==> src/rtl/fp_cmp_unit.sv <==
module fp_cmp_unit #(
  parameter int DW = 64,
  parameter int DE = 11,
  parameter int SW = 32,
  parameter int SE = 8
) (
  input  logic          clk,
  input  logic          rst_n,
  input  logic          start,
  input  logic          dbl,
  input  logic          sig_cmp,
  input  logic          inv_trap_en,
  input  logic [DW-1:0] opa,
  input  logic [DW-1:0] opb,
  output logic [1:0]    cc,
  output logic [4:0]    exc_now,
  output logic          trap,
  output logic          done
);
  localparam int DF = DW - 1 - DE;
  localparam int SF = SW - 1 - SE;

  function automatic logic [DW-2:0] mag_of(input logic [DW-1:0] x, input logic d);
    return d ? x[DW-2:0] : {{(DW-SW){1'b0}}, x[SW-2:0]};
  endfunction

  function automatic logic nan_of(input logic [DW-1:0] x, input logic d);
    return d ? (&x[DW-2 -: DE]) && (|x[DF-1:0]) : (&x[SW-2 -: SE]) && (|x[SF-1:0]);
  endfunction

  function automatic logic quiet_of(input logic [DW-1:0] x, input logic d);
    return d ? x[DF-1] : x[SF-1];
  endfunction

  logic          sa, sb, na, nb, qa, qb, unord, inv, lt;
  logic [DW-2:0] ma, mb;
  logic [1:0]    code;

  assign sa    = dbl ? opa[DW-1] : opa[SW-1];
  assign sb    = dbl ? opb[DW-1] : opb[SW-1];
  assign ma    = mag_of(opa, dbl);
  assign mb    = mag_of(opb, dbl);
  assign na    = nan_of(opa, dbl);
  assign nb    = nan_of(opb, dbl);
  assign qa    = quiet_of(opa, dbl);
  assign qb    = quiet_of(opb, dbl);
  assign unord = na | nb;
  assign inv   = (na & ~qa) | (nb & ~qb) | (sig_cmp & unord);
  assign lt    = ma < mb;

  always_comb begin
    if (unord)                                        code = 2'd3;
    else if ((ma == '0 && mb == '0) || (sa == sb && ma == mb)) code = 2'd0;
    else if (sa != sb)                                code = sa ? 2'd1 : 2'd2;
    else if (!sa)                                     code = lt ? 2'd1 : 2'd2;
    else                                              code = lt ? 2'd2 : 2'd1;
  end

  always_ff @(posedge clk or negedge rst_n) begin
    if (!rst_n) begin
      cc      <= 2'd0;
      exc_now <= 5'd0;
      trap    <= 1'b0;
      done    <= 1'b0;
    end else begin
      done <= start;
      trap <= start & inv & inv_trap_en;
      if (start) begin
        exc_now <= {inv, 4'b0000};
        if (!(inv && inv_trap_en)) cc <= code;
      end
    end
  end
endmodule


==> config.mk <==
export PLATFORM = sky130hd
export DESIGN_NAME = fp_cmp_unit
export DESIGN_NICKNAME = d
export VERILOG_FILES = /design/src/rtl/fp_cmp_unit.sv
export SDC_FILE = /design/constraint.sdc
export NUM_CORES = 1
export LEC_CHECK = 0
export BUFFER_PORTS_ARGS = -buffer_cell sky130_fd_sc_hd__buf_2
export CAP_MARGIN = 20
export CELL_PAD_IN_SITES_DETAIL_PLACEMENT = 1
export CELL_PAD_IN_SITES_GLOBAL_PLACEMENT = 1
export CORE_UTILIZATION = 33
export DETAILED_ROUTE_END_ITERATION = 16
export PLACE_DENSITY_LB_ADDON = 0.12
export SLEW_MARGIN = 20
export SYNTH_ARGS = -nofsm -noshare
export SYNTH_HDL_FRONTEND = slang
export SYNTH_SLANG_ARGS = --single-unit
==> constraint.sdc <==
create_clock -name clk -period 1.6 [get_ports clk]
set_input_delay 0.32 -clock clk [delete_from_list [all_inputs] [get_ports clk]]
set_output_delay 0.32 -clock clk [all_outputs]
set_load 0.1 [all_outputs]
==> summary.md <==
| Metric | Value |
|---|---|
| Boundary pin count | `143` |
| Finished layout cell area | `4780 um2` |
| Seq cells post-synth | `5` |
| Post-synth top area share | `between 30% and 40%` |
| Antenna viol nets, final | `0` |
| Pin count of the biggest net entering global routing | `15` |
| Area leader, netlist | `ha_1` |
| Root buf cell | `clkbuf_8` |
| Vias post-DR | `about 4,200` |
| TritonRoute pass-1 iters | `5` |
| Iter 0 DRT Violations | `207` |
| Crit path buf inv count | `2` |
| Die height | `slightly above 90 um` |
| Clock latency at the later pin of the worst-skew pair | `0.22 ns` |
| Worst VDD drop | `0.209 mV` |
| Global-route wire length before repair | `approximately 22 mm` |
| Synth Cell Area | `approximately 2600 um2` |
| Fin cells | `approximately 700` |
| Initial antenna violation count | `0` |
| Slowest-stage cell, CP | `ha_1` |
| Clock Sinks | `5` |
| Pleak | `~0.0024 uW` |
| Total power | `around 1800 uW` |
| GPL Wtd Cong | `0.872` |
| Setup crit end kind | `register` |
| Clock buffer depth | `2` |
| Fmax | `between 400 and 500 MHz` |
| Residual DRC count | `0` |
| Startpoint types | `input pin` |
| Crit path largest cell delay | `around 0.31 ns` |
| Core area | `7450 um2` |
| Hold Vio Cnt, Final | `0` |
| Area grow syn2layout | `84.0%` |
| Reg clk slew, reported paths | `0.04 ns` |
| CTS tree | `done` |
| Synth Flop Type | `dfrtp_1` |
| Ant diodes | `0` |
| Routed len/inst | `around 24 um` |
| Layout Nets | `802` |
| Worst-path fanout max | `14` |
| Placed cell count | `about 690` |
| Congestion Overflow GR | `0` |
| Worst Hold Class | `in -> reg` |
| Cts bufs inserted | `3` |
| Syn avg cell area | `about 7.1 um2` |
| RSZ-0062 raised after global routing | `true` |
| Crit path cell chain | `buf_16 > buf_12 > and2_1 > ha_1 > nand4_1 > or2_4 > nor3_2 > and3_4 > a211oi_2 > a22o_2 > and2_4 > o221ai_2` |
| Final critical-path required period | `2.49 ns` |
| Detailed-placement wirelength estimate | `about 10 mm` |
| Synth unique cells | `48` |
| Final setup violation count | `4` |
| Data required, critical path | `1.73 ns` |
| Post-DR vias/cell | `6.01` |
| Clock Skew | `0 ns` |
| EDFF count, synth | `0` |
| Ys async rst share | `100%` |
| GRT Total Usage | `32.8%` |
| Synth top cells by count | `63 x ha_1, 52 x nand2_1, 35 x inv_1` |
| Synth warn | `0` |
| Failing checks | `negative setup slack` |
| Pins Over Slew Limit | `0` |
| Final Cycle Share | `155%` |
| Horiz. Die Dim | `~91 um` |
| Number of I/O port buffers | `between 100 and 150` |
| Cells after synthesis | `364` |
| Crit path kind | `in -> reg` |
| CP top delay family | `simple AND/OR/NAND/NOR gates` |
| Vias in the first global route | `approximately 4,400` |
| Layout cells sized above 1 | `~53%` |
| Routed Wire Length | `approximately 17 mm` |
| Power density over the cells | `~380 nW/um2` |
| Status | `finished, violations left` |
| Arr. time, crit path | `roughly 2.6 ns` |
| Die area | `just over 8000 um2` |
| Most frequent cell after synthesis | `ha_1` |
| MaxCap Viol Count | `0` |
| Clock H-tree levels | `1` |
| FP Rows | `31` |
| Initial Utilization | `a little over a third` |
| Largest cells by area after synthesis | `ha_1 30%, nand2_1 7.5%, and2_1 7.2%, nor4_1 6.3%, inv_1 5.1%` |
| Final setup margin | `-0.887 ns` |
| Area post-placement | `about 4200 um2` |
| Sequential fraction of the synthesis area | `around 4.8%` |
==> per-stage QoR <==
stage / TNS [ns] / util (%) / worst slack (ns) / hold WS [ns]
global placement: -4.02 / 56.4 / -1.14 / 0.135
finish: -2.91 / 64.1 / -0.887 / 0.313
floorplan: -2.58 / - / -0.912 / 0.0244
CTS: -2.13 / 61.0 / -0.639 / 0.295
detailed placement: -4.34 / 56.4 / -1.24 / 0.142
global route: -3.23 / 64.1 / -0.956 / 0.310
==> kinds of logic (layout without fill, tap and decap cells) <==
logic type / after synthesis / in the layout / synth area share (%)
flip-flops: 5 / 5 / 4.82
buffers and inverters: 47 / 284 / 7.76
XOR/XNOR: 2 / 2 / 0.675
AND/OR/NAND/NOR: 175 / 175 / 37.2
other: 1 / 4 / 0.144
AO/OA/AOI/OAI: 71 / 71 / 19.1
adder cells (fa/ha/maj): 63 / 63 / 30.4
==> cells in the final DEF (no fill, tap or decap), types with 4 or more instances in the layout <==
cell type,count
a21oi_1,19
dfrtp_1,5
nand2_2,4
nand2_1,48
o211ai_1,4
nand3_1,5
nor4_4,8
conb_1,4
buf_2,135
nor4_2,4
ha_4,10
a21o_1,12
nor4_1,15
a21oi_2,4
and2_4,7
nor3_1,5
ha_1,51
nor2_1,8
and2_1,25
nand4_1,20
buf_6,6
buf_4,98
inv_1,35
nor3_2,5
==> worst register-to-register path, stage by stage (launching register included) <==
cell      delay, ns
dfrtp_1        0.38
inv_1          0.09
o221ai_2       0.12
==> per-layer routing <==
metal,wire (um),GRT usage (%)
met5,0,0
met4,1220,16.0
met3,912,3.20
met2,8440,60.9
met1,6230,36.9
==> final cells by class <==
class                      instances  area [um2]
sequential                         5         125
inverter                          35         131
tap                               99         124
clock buffer                       4        45.0
timing repair buffer             245        1600
multi-input combinational        315        2750
fill                             953        2670
==> repair_timing <==
item | CTS | global route
setup buffers | 3 | 3
hold buffers | 1 | 0
hold endpoints to repair | 5 | 0
gates resized for setup | 47 | 32
pin swaps | 29 | 30
cloned | 1 | 1
endpoints found under the setup margin | 4 | 4
==> worst paths after layout <==
kind,start,endpoint,slack (ns),cells after the start
min,start,done$_DFF_PN0_,0.31,1
max reg2reg,cc[0]$_DFFE_PN0P_,cc[0]$_DFFE_PN0P_,0.85,2
min in group asynchronous,rst_n,cc[0]$_DFFE_PN0P_,0.44,2
min reg2reg,exc_now[4]$_DFFE_PN0P_,exc_now[4]$_DFFE_PN0P_,0.53,2
max,dbl,cc[0]$_DFFE_PN0P_,-0.89,12
max in group asynchronous,rst_n,cc[1]$_DFFE_PN0P_,1.03,2
==> report_power, final <==
group,switching [uW],internal [uW],total [uW]
clock,66.6,171,238
sequential,7.06,139,146
combinational,792,626,1420
==> flip-flops by register name (all words and copies together), names as in the netlist <==
| signal | count |
|---|---|
| cc | 2 |
| done | 1 |
| exc_now | 1 |
| trap | 1 |
Power figures use the tool's default switching activity.
